==> config.mk <==
export PLATFORM = sky130hd
export DESIGN_NAME = nibble_field_shifter
export DESIGN_NICKNAME = d
export VERILOG_FILES = /design/src/rtl/nfs_pkg.sv /design/src/rtl/nfs_window_decode.sv /design/src/rtl/nfs_window_core.sv /design/src/rtl/nfs_status_reg.sv /design/src/rtl/nibble_field_shifter.sv
export SDC_FILE = /design/constraint.sdc
export NUM_CORES = 1
export LEC_CHECK = 0
export BUFFER_PORTS_ARGS = -buffer_cell sky130_fd_sc_hd__buf_2
export CORE_UTILIZATION = 58
export DETAILED_ROUTE_END_ITERATION = 6
export PLACE_DENSITY_LB_ADDON = 0.05
export SLEW_MARGIN = 10
export SYNTH_ARGS = -nofsm -noshare
export SYNTH_HDL_FRONTEND = slang
export SYNTH_SLANG_ARGS = --single-unit
==> constraint.sdc <==
create_clock -name clk -period 10.8 [get_ports clk]
set_clock_uncertainty 0.2 [all_clocks]
set_input_delay 2.16 -clock clk [delete_from_list [all_inputs] [get_ports clk]]
set_output_delay 2.16 -clock clk [all_outputs]
set_load 0.02 [all_outputs]
==> src/rtl/nfs_pkg.sv <==
package nfs_pkg;
   typedef enum logic [2:0] {
      NFS_MOVE_UP   = 3'd0,
      NFS_MOVE_DOWN = 3'd1,
      NFS_ROT_UP    = 3'd2,
      NFS_ROT_DOWN  = 3'd3,
      NFS_BIT_RIGHT = 3'd4
   } nfs_op_e;
endpackage

==> src/rtl/nfs_window_decode.sv <==
// Per-nibble window membership and edge flags.
module nfs_window_decode #(
   parameter int NIBBLES = 16,
   localparam int IDX_W = $clog2(NIBBLES)
) (
   input  logic [IDX_W-1:0] lo,
   input  logic [IDX_W-1:0] hi,
   output logic             win_ok,
   output logic [NIBBLES-1:0] in_win,
   output logic [NIBBLES-1:0] at_lo,
   output logic [NIBBLES-1:0] at_hi
);
   assign win_ok = (lo <= hi);

   for (genvar i = 0; i < NIBBLES; i++) begin : g_nib
      localparam logic [IDX_W-1:0] POS = IDX_W'(i);
      assign at_lo[i]  = (POS == lo);
      assign at_hi[i]  = (POS == hi);
      assign in_win[i] = win_ok && (POS >= lo) && (POS <= hi);
   end
endmodule

==> src/rtl/nfs_window_core.sv <==
// Combinational windowed shift data path.
module nfs_window_core
   import nfs_pkg::*;
#(
   parameter int NIBBLES = 16,
   parameter int NIB_W   = 4,
   localparam int IDX_W  = $clog2(NIBBLES),
   localparam int WORD_W = NIBBLES * NIB_W
) (
   input  logic              active,
   input  logic [2:0]        op_raw,
   input  logic [IDX_W-1:0]  lo,
   input  logic [IDX_W-1:0]  hi,
   input  logic [WORD_W-1:0] data_in,
   output logic [WORD_W-1:0] data_out,
   output logic              lost_nz
);
   logic [NIB_W-1:0]   nib [NIBBLES];
   logic [NIBBLES-1:0] in_win, at_lo, at_hi;
   logic               win_ok;
   logic [NIB_W-1:0]   lo_nib, hi_nib;
   nfs_op_e            op;

   assign op = nfs_op_e'(op_raw);

   nfs_window_decode #(.NIBBLES(NIBBLES)) u_dec (
      .lo     (lo),
      .hi     (hi),
      .win_ok (win_ok),
      .in_win (in_win),
      .at_lo  (at_lo),
      .at_hi  (at_hi)
   );

   for (genvar i = 0; i < NIBBLES; i++) begin : g_unpack
      assign nib[i] = data_in[i*NIB_W +: NIB_W];
   end

   assign lo_nib = nib[lo];
   assign hi_nib = nib[hi];

   for (genvar i = 0; i < NIBBLES; i++) begin : g_lane
      logic [NIB_W-1:0] below, above, res;
      logic             above_b0;

      if (i == 0) begin : g_first
         assign below = '0;
      end else begin : g_mid_lo
         assign below = nib[i-1];
      end

      if (i == NIBBLES-1) begin : g_last
         assign above = '0;
      end else begin : g_mid_hi
         assign above = nib[i+1];
      end

      assign above_b0 = at_hi[i] ? 1'b0 : above[0];

      always_comb begin
         res = nib[i];
         if (active && in_win[i]) begin
            unique case (op)
               NFS_MOVE_UP:   res = at_lo[i] ? '0 : below;
               NFS_MOVE_DOWN: res = at_hi[i] ? '0 : above;
               NFS_ROT_UP:    res = at_lo[i] ? hi_nib : below;
               NFS_ROT_DOWN:  res = at_hi[i] ? lo_nib : above;
               NFS_BIT_RIGHT: res = {above_b0, nib[i][NIB_W-1:1]};
               default:       res = nib[i];
            endcase
         end
      end

      assign data_out[i*NIB_W +: NIB_W] = res;
   end

   always_comb begin
      lost_nz = 1'b0;
      if (active && win_ok) begin
         unique case (op)
            NFS_MOVE_DOWN,
            NFS_ROT_DOWN:  lost_nz = (lo_nib != '0);
            NFS_BIT_RIGHT: lost_nz = lo_nib[0];
            default:       lost_nz = 1'b0;
         endcase
      end
   end
endmodule

==> src/rtl/nfs_status_reg.sv <==
// Status register: set-only sticky bit, masked clear, masked zero test.
module nfs_status_reg #(
   parameter int STAT_W     = 4,
   parameter int STICKY_POS = 1
) (
   input  logic              clk,
   input  logic              rst_n,
   input  logic              sticky_set,
   input  logic              clr_valid,
   input  logic [STAT_W-1:0] clr_mask,
   input  logic [STAT_W-1:0] test_mask,
   output logic              test_zero,
   output logic [STAT_W-1:0] status
);
   localparam logic [STAT_W-1:0] STICKY_BIT = STAT_W'(1) << STICKY_POS;

   logic [STAT_W-1:0] kept;

   assign kept = clr_valid ? (status & ~clr_mask) : status;

   always_ff @(posedge clk or negedge rst_n) begin
      if (!rst_n) begin
         status <= '0;
      end else begin
         status <= kept | (sticky_set ? STICKY_BIT : '0);
      end
   end

   assign test_zero = ((status & test_mask) == '0);
endmodule

==> src/rtl/nibble_field_shifter.sv <==
module nibble_field_shifter #(
   parameter int NIBBLES    = 16,
   parameter int NIB_W      = 4,
   parameter int STAT_W     = 4,
   parameter int STICKY_POS = 1,
   localparam int IDX_W     = $clog2(NIBBLES),
   localparam int WORD_W    = NIBBLES * NIB_W
) (
   input  logic              clk,
   input  logic              rst_n,
   input  logic              op_valid,
   input  logic [2:0]        op_code,
   input  logic [IDX_W-1:0]  win_lo,
   input  logic [IDX_W-1:0]  win_hi,
   input  logic [WORD_W-1:0] data_in,
   output logic [WORD_W-1:0] data_out,
   input  logic              clr_valid,
   input  logic [STAT_W-1:0] clr_mask,
   input  logic [STAT_W-1:0] test_mask,
   output logic              test_zero,
   output logic [STAT_W-1:0] status_out
);
   if (NIBBLES < 2 || (NIBBLES & (NIBBLES - 1)) != 0) begin : g_bad_nibbles
      $error("NIBBLES must be a power of two and at least 2");
   end
   if (NIB_W < 2) begin : g_bad_nib_w
      $error("NIB_W must be at least 2");
   end
   if (STICKY_POS < 0 || STICKY_POS >= STAT_W) begin : g_bad_sticky
      $error("STICKY_POS must lie inside the status register");
   end

   logic lost_nz;

   nfs_window_core #(.NIBBLES(NIBBLES), .NIB_W(NIB_W)) u_core (
      .active   (op_valid),
      .op_raw   (op_code),
      .lo       (win_lo),
      .hi       (win_hi),
      .data_in  (data_in),
      .data_out (data_out),
      .lost_nz  (lost_nz)
   );

   nfs_status_reg #(.STAT_W(STAT_W), .STICKY_POS(STICKY_POS)) u_stat (
      .clk        (clk),
      .rst_n      (rst_n),
      .sticky_set (lost_nz),
      .clr_valid  (clr_valid),
      .clr_mask   (clr_mask),
      .test_mask  (test_mask),
      .test_zero  (test_zero),
      .status     (status_out)
   );
endmodule

==> results of run 1 <==
metal layers:
layer | track usage [%] | routed length [um]
met4 | 32.4 | 1960
met3 | 24.0 | 4780
met5 | 0 | 0
met1 | 70.8 | 7840
met2 | 78.6 | 9460
cell type report:
class / count / area share, %
flip-flops and latches: 4 / 1.84
multi-input cells: 652 / 79.4
well taps: 102 / 2.34
repair buffers: 161 / 15.1
clock buffers: 3 / 0.758
inverters: 9 / 0.620
final timing paths:
path	start	endpoint	cells after the start
setup / recovery	win_lo[2]	data_out[15]	9
hold / removal	u_stat.status[2]	u_stat.status[2]	1
setup reg to reg	u_stat.status[1]	u_stat.status[1]	1
hold reg to reg	u_stat.status[2]	u_stat.status[2]	1
max in group asynchronous	rst_n	u_stat.status[0]	1
min in group asynchronous	rst_n	u_stat.status[3]	1
cells in the final DEF, fill, tap and decap left out, types with 9 or more instances in the layout:
master	count
mux2i_1	13
o21ai_1	11
nor2b_1	11
a21oi_1	46
mux4_2	29
a31oi_1	30
a32o_1	9
nand3_1	32
nor3_1	11
nand2_1	123
a32oi_1	28
o21ai_0	18
a41oi_1	14
a221oi_1	22
a22oi_1	21
and3_1	9
nor2_1	126
buf_2	155
synthesized netlist by cell type (13+ instances only):
library cell,count,area share (%)
mux2i_1,13,2.8
a41oi_1,14,2.6
a32oi_1,28,5.2
a221oi_1,22,4.1
clkbuf_1,30,2.4
mux4_2,29,14
a21oi_1,46,4.9
buf_2,23,2.4
a22oi_1,21,3.3
a31oi_1,30,4.0
nand2_1,123,9.8
nand3_1,32,3.4
nor3_1,13,1.4
nor2_1,127,10
o21ai_0,18,1.9
cell families after synthesis:
kind of cell / share of synthesized area, %
AND/OR/NAND/NOR: 33.2
buffers and inverters: 6.50
flip-flops: 2.12
adder cells (fa/ha/maj): 1.06
multiplexers: 17.3
AO/OA/AOI/OAI: 39.8
power breakdown:
group | leakage, nW | internal (mW) | switching, mW
clock | 0.0216 | 0.0237 | 0.00699
combinational | 1.96 | 0.0899 | 0.186
sequential | 0.0550 | 0.0158 | 0.000597
total | 2.04 | 0.129 | 0.194
worst max-delay path: stages:
cell and delay (ps):
buf_2 790, ha_1 390, a21oi_1 160, o22ai_1 90, o32a_1 670, a2111oi_2 820
nor2_1 120, a41oi_1 240, buf_2 210
==> impl_results.md, run 1 <==
- Postcts setup bufs: 0
- Die Wd: approximately 90 um
- Min-Delay Path Class: register to register
- Clock Latency Late Sink: 210 ps
- Mapped cell area: 0.00471 mm^2
- Net count, final: 922
- Global-route usage over all layers: between 50 and 60%
- RSZ-0062 raised after global routing: no
- Top FF cell, synth: dfrtp_1
- Largest net degree at the start of global routing: 44
- Setup TNS Final: 0 ps
- Post-DP HPWL: 16700 um
- # fillers: 695
- Sink Count: 4
- Register area share after synthesis: 2.12%
- F_max: 125 MHz
- Number of flip-flops in the largest register: 4
- Worst setup EP type: primary output
- Yosys Warn Count: 0
- Fin. max-slew vios: 0
- Vias/cell: 8.02
- Register bit total from synthesis: 4
- Number of remaining DRC errors: 32
- Regs by FF count: u_stat.status: 4 flops
- Max_cap viols: 0
- TritonCTS clock tree: done
- Power Dens Cells: 59.3 mW/mm^2
- Design Area, Final: ~0.0054 mm^2
- Fin. Hold Viols: 0
- Largest register by flop count: u_stat.status
- Failing checks: design-rule violations
- Height of the die: just over 90 um
- First-pass GRT wire length: 37400 um
- Crit start category: input pin
- Crit Path Max Fanout: 43
- Layout cell share with drive strength beyond 1: 26.9%
- Post_cts resized: 0
- Vias after detailed routing: 7464
- Final Power: 0.323 mW
- Total core area: 0.00781 mm^2
- FFs w/ async S/R, synth: 100%
- Syn Inst Count: ~720
- Slew HR: 16.5%
- Final worst slack: roughly 2800 ps
- Post-synthesis average cell area: 6.51 um^2
- Post-Place Cells: 928
- Multi-input logic area: 0.00432 mm^2
- Status: finished with violations
- Mapped Nets: 815
- FP Rows: 32
- CP Data Required Time: between 8000 and 9000 ps
- Arrival time of the worst setup path: 5670 ps
- Post-CTS Hold Fix Bufs: 0
- Reg area: 100 um^2
- RD Place Congestion: 1.14
- Drt total wl: about 24000 um
- Final-report setup violation count: 0
- Drt initial violations: 1543
- P&R area growth vs syn: 15.5%
- Peak VDD IR: 0.0336 mV
- Placement Cell Area: 0.00540 mm^2
- Flop2flop setup slack: 9870 ps
- Clk buf depth: 2
- H-tree Lvls: 1
- Wire per inst: ~26 um
- Antenna-violating nets left: 0
- Initial Util: 60.4%
- Non-filler cells, final: 931
- DRT Pass-1 Iters: 7
- Port bufs: 155
- Initial antenna violation count: 0
- Global route overflow: 0
- DIE AREA: 0.00849 mm^2
- Post-synth EDFFs: 0
- Setup Slack @ Placement: 2940 ps
- CP Class: input pin to primary output
- Diodes inserted: 0
- I/O pin count: between 150 and 200
- CTS root buffer: clkbuf_8
- Vias in the first global route: around 7.0k
- Post-synthesis cell type count: 62
- CTS buffer count: 3
- Hold_ws: 352 ps
- Reg clk slew, reported paths: roughly 30 ps
- Leak: 2.04 nW
- Final core utilization: 69.7%
- Period Utilization, post-route: 74.3%
- Worst slew pin tran: 1250 ps
- Min Tclk post-route: 8030 ps
No activity file was read; power rests on OpenSTA's default activity.
==> run 2: changes to the inputs <==
- ABC_AREA: not set -> 1
- CORE_UTILIZATION: 58 -> 57
- clock period: 10.8 -> 8.2 ns (I/O delays scaled with it)
==> run 2 against run 1 <==
  * The run still ends with design-rule violations left
  * Sequential power grew 30%
  * Combinational power grew 51%
  * Critical path depth grew 4
  * Flip-flop and latch count is the same
  * Worst hold slack lost 47 ps
  * Critical endpoint is now data_out[39]
==> impl_results.md, run 2 <==
- Status: finished with violations
- Failing checks: design-rule violations
- GR peak layer: met2
- Multi-input logic area: 0.00558 mm^2
- Drt initial violations: 1550
- TritonCTS clock tree: done
- Regs by FF count: u_stat.status: 4 flops
- DIE AREA: 0.0124 mm^2
- Hold_sp: u_stat.status[1]
- Postcts setup bufs: 0
- Port bufs: ~160
- Final core utilization: between 60% and 70%
- Clk buf depth: 2
- Min-Delay Path Class: register to register
- Leak: 4.48 nW
- Die Wd: 111 um
- Crit Path Max Fanout: 50
- Diodes inserted: 0
- Global route overflow: 0
- Mapped cell area: 0.00679 mm^2
- Met3 Track Usage GR: about a tenth
- Crit start category: input pin
- Top FF cell, synth: dfrtp_1
- CP Class: input pin to primary output
- Max_cap viols: 0
- Most frequent cells after synthesis: 689 x nand2_1, 192 x nand3_1, 164 x inv_1
- Initial Util: 59.0%
- Post_cts resized: 0
- Vias after detailed routing: between 10k and 15k
- Reg clk slew, reported paths: 30 ps
- Post-synthesis average cell area: 4.56 um^2
- Largest net degree at the start of global routing: 62
- Most frequent cell after synthesis: nand2_1
- Met1 Use GR: 59.6%
- Min Tclk post-route: ~6500 ps
- Register area share after synthesis: approximately 1.5%
- Most frequent cells in the layout: 689 x nand2_1, 192 x nand3_1, 164 x inv_1
- CP Data Required Time: about 6400 ps
- First-pass GRT wire length: 45900 um
- Initial antenna violation count: 0
- GR Util met2: 69.2%
- Register bit total from synthesis: 4
- Flop2flop setup slack: 7350 ps
- Post-Place Cells: 1722
- Design Area, Final: 0.00747 mm^2
- RD Place Congestion: between 0.9 and 1
- F_max: between 150 and 200 MHz
- Net count, final: approximately 1.7k
- Most common cell after layout, fill and taps aside: nand2_1
- Post-CTS Hold Fix Bufs: 0
- P&R area growth vs syn: 9.99%
- Height of the die: approximately 110 um
- Fin. max-slew vios: 0
- Worst reg2reg path depth: 1
- Fin. Hold Viols: 0
- I/O pin count: about 160
- Yosys Warn Count: 0
- Worst reg2reg endpoint: u_stat.status[2]
- Number of flip-flops in the largest register: 4
- H-tree Lvls: 1
- Placement Cell Area: 0.00739 mm^2
- Layout cell share with drive strength beyond 1: roughly 14%
- Worst slew pin tran: 1030 ps
- Syn Inst Count: 1489
- CTS root buffer: clkbuf_16
- Number of remaining DRC errors: 20
- FP Rows: 39
- RSZ-0062 raised after global routing: no
- Mapped Nets: 1580
- Hold Path Sink: u_stat.status[1]
- Post-synth EDFFs: 0
- Global-route usage over all layers: about 46%
- Clock Latency Late Sink: roughly 230 ps
- Largest register by flop count: u_stat.status
- Arrival time of the worst setup path: approximately 4600 ps
- Setup Slack @ Placement: 1920 ps
- Peak VDD IR: 0.0710 mV
- Setup TNS Final: 0 ps
- # fillers: 1295
- Final worst slack: 1730 ps
- FFs w/ async S/R, synth: 100%
- DRT Pass-1 Iters: 7
- Vias/cell: 6.03
- Sink Count: 4
- Period Utilization, post-route: 79.0%
- Dominant cell type by area after synthesis: nand2_1
- Worst hold path depth: 2
- Vias in the first global route: about 8.9k
- Reg2reg start: u_stat.status[2]
- Antenna-violating nets left: 0
- CTS buffer count: 3
- Worst setup EP type: primary output
- Post-DP HPWL: 20300 um
- Non-filler cells, final: 1725
- Post-synthesis cell type count: 40
- Reg area: 100 um^2
- Power Dens Cells: 69.2 mW/mm^2
- Wire per inst: roughly 17 um
- Total core area: 0.0115 mm^2
- Top-area cell type share of the netlist area: 38.1%
- Final-report setup violation count: 0
- Slew HR: about a third
- Drt total wl: 29300 um
- Synth top area cells: nand2_1 38%, nand3_1 14%, inv_1 9.1%
-- run 2: layout make-up --
class,instances,area share (%)
Clock buffer,3,1.01
Inverter,187,9.46
Multi-Input combinational cell,1226,74.7
Sequential cell,4,1.34
Tap cell,143,2.40
Timing Repair Buffer,162,11.1
-- run 2: cells by family after synthesis --
family / Yosys count / share of synthesized area, %
AO/OA/AOI/OAI: 183 / 17.5
adder cells (fa/ha/maj): 4 / 0.737
buffers and inverters: 259 / 16.6
flip-flops: 4 / 1.47
AND/OR/NAND/NOR: 1039 / 63.7
-- run 2: worst max-delay path by stage --
stage | start | end | slack [ps] | cells past startpoint
after detailed placement | win_hi[0] | data_out[38] | 1920 | 13
after CTS | win_hi[0] | data_out[38] | 1930 | 13
after global routing | win_hi[0] | data_out[39] | 1600 | 13
after floorplan | win_hi[1] | data_out[15] | 2730 | 16
final | win_hi[0] | data_out[39] | 1730 | 13
after global placement | win_hi[0] | data_out[39] | 1940 | 13
-- run 2: power breakdown --
group          switching [mW]  internal [mW]
Clock                  0.0144         0.0624
Combinational           0.302          0.116
Sequential           0.000596         0.0208
Total                   0.317          0.199
-- run 2: metal layers --
layer	vias to the layer above	routed length (um)
li1	4939	-
met1	4383	10800
met2	908	12000
met3	171	4560
met4	0	1840
met5	-	0
-- run 2: worst max-delay path, stage by stage --
cell	delay, ps
buf_2	660
inv_1	450
nor2_1	310
nand2_1	300
inv_2	180
nor2_1	50
nor3_1	280
nand2_1	250
nor2_1	150
nand2_1	60
inv_1	50
a21oi_1	70
buf_2	160
-- run 2: through the flow --
stage	power, mW	hold slack [ps]
final	0.517	306
after global placement	0.420	293
after floorplan	0.291	400
after CTS	0.500	308
after global routing	0.548	333
after detailed placement	0.422	297
==> run 3: changes to the inputs <==
- clock period: 8.2 -> 6.65 ns (I/O delays scaled with it)
==> run 3 against run 2 <==
  * The flow still finishes with violations (design-rule violations)
  * Wire length rose by 2.0%
  * Total power increased by 25%
  * Global-route usage increased by 0.53 points
  * Critical path type unchanged
  * Critical endpoint is now data_out[28]
  * Largest cell class unchanged
  * Via count down 0.11%
==> impl_results.md, run 3 (synthesized netlist as in run 2, its figures left out) <==
- Status: finished with violations
- Drt total wl: 29900 um
- Clk buf depth: 2
- I/O pin count: ~160
- Arrival time of the worst setup path: 4140 ps
- Crit Path Max Fanout: 27
- CP Class: input pin to primary output
- FP Rows: 39
- H-tree Lvls: 1
- Met1 Use GR: 60.9%
- RD Place Congestion: slightly above 1
- CP Data Required Time: between 5000 and 6000 ps
- Post-CTS Hold Fix Bufs: 0
- Met3 Track Usage GR: 9.08%
- Leak: 4.49 nW
- Largest register by flop count: u_stat.status
- Largest net degree at the start of global routing: 61
- Power Dens Cells: 86.1 mW/mm^2
- Sink Count: 4
- Wire per inst: 17.3 um
- Final-report setup violation count: 0
- P&R area growth vs syn: 10.3%
- Worst-path cell chain: buf_2 -> inv_2 -> ha_1 -> inv_1 -> o21bai_1 -> nand2_1 -> nand2_1 -> nand2_1 -> nand2_1 -> nor2_1 -> nand2_1 -> nor2_1 -> nand3_1 -> nand2_1 -> inv_1 -> buf_2
- Period Utilization, post-route: 85.3%
- F_max: 176 MHz
- Initial Util: 59.0%
- Diodes inserted: 0
- Worst setup EP type: primary output
- Setup TNS Final: 0 ps
- Vias in the first global route: 8908
- Peak VDD IR: about 0.081 mV
- # fillers: 1268
- GR peak layer: met2
- Fin. Hold Viols: 0
- Layout cell share with drive strength beyond 1: 14.3%
- Die Wd: 111 um
- Initial antenna violation count: 0
- Slowest-stage cell, CP: buf_2
- Height of the die: 111 um
- Most common cell after layout, fill and taps aside: nand2_1
- Reg clk slew, reported paths: 30 ps
- Antenna-violating nets left: 0
- Post-DP HPWL: 20700 um
- RSZ-0062 raised after global routing: no
- Clock Latency Late Sink: 220 ps
- CTS root buffer: clkbuf_16
- DIE AREA: 0.0124 mm^2
- Slew HR: 37.3%
- Vias after detailed routing: 10.4k
- CTS buffer count: 3
- Fin. max-slew vios: 0
- Drt initial violations: 1787
- Vias/cell: approximately 6.0
- Global route overflow: 0
- Number of remaining DRC errors: 37
- Worst slew pin tran: around 940 ps
- Min Tclk post-route: 5670 ps
- Final Power: 0.645 mW
- Final core utilization: 65.1%
- Net count, final: 1678
- Post_cts resized: 0
- Min-Delay Path Class: register to register
- GR Util met2: a little under three quarters
- First-pass GRT wire length: 46400 um
- Max_cap viols: 0
- Hold_ws: 318 ps
- DRT Pass-1 Iters: 7
- Crit start category: input pin
- Global-route usage over all layers: a little under half
- Most frequent cells in the layout: 689 x nand2_1, 192 x nand3_1, 164 x inv_1
- Number of flip-flops in the largest register: 4
- Total core area: approximately 0.012 mm^2
- TritonCTS clock tree: done
- Critical Path Most Common Cell: nand2_1
- Failing checks: design-rule violations
- Regs by FF count: u_stat.status: 4 flops
- Port bufs: ~160
- Worst stage delay on the critical path: 430 ps
- Postcts setup bufs: 0
## run 3: layer usage
| metal | up-vias | routed length (um) | part of all wire [%] |
|---|---|---|---|
| met5 | - | 0 | 0 |
| met4 | 0 | 1560 | 5.2 |
| met3 | 165 | 4820 | 16 |
| met2 | 925 | 12400 | 41 |
| met1 | 4367 | 11100 | 37 |
| li1 | 4933 | - | - |
## run 3: through the flow
stage	setup WS, ps	cell area, um^2	cells
after floorplan	1800	6790	1489
after global placement	1160	7420	1725
after detailed placement	1100	7420	1725
after CTS	1110	7490	1728
after global routing	749	7490	1728
final	975	7490	1728
## run 3: worst max-delay path, delay by kind of cell
family                     cells  cell delay (ps)
AOI/OAI and AO/OA              1               60
buffers and inverters          5              920
adders and majority gates      1              350
and+or+nand+nor                9             1450
## run 3: final timing paths
kind                                    end  slack (ps)  cells after the start              from
min reg2reg                u_stat.status[1]         320                      2  u_stat.status[1]
min in group asynchronous  u_stat.status[0]         700                      1             rst_n
max reg2reg                u_stat.status[2]        5800                      1  u_stat.status[2]
max                            data_out[28]         980                     16         win_hi[1]
max in group asynchronous  u_stat.status[3]        5420                      1             rst_n
min                        u_stat.status[1]         320                      2  u_stat.status[1]
## run 3: final cells by class
type | count | area, um^2 | area share (%)
clock buffer | 3 | 75.1 | 1.00
inverter | 187 | 707 | 9.44
multi-input combinational | 1226 | 5580 | 74.5
sequential | 4 | 100 | 1.34
tap | 143 | 179 | 2.39
timing repair buffer | 165 | 851 | 11.4
## run 3: report_power, final
part	internal [mW]	total [mW]	switching, mW
Sequential	0.0256	0.0264	0.000855
Combinational	0.145	0.523	0.378
Clock	0.0770	0.0960	0.0190
Total	0.248	0.645	0.398
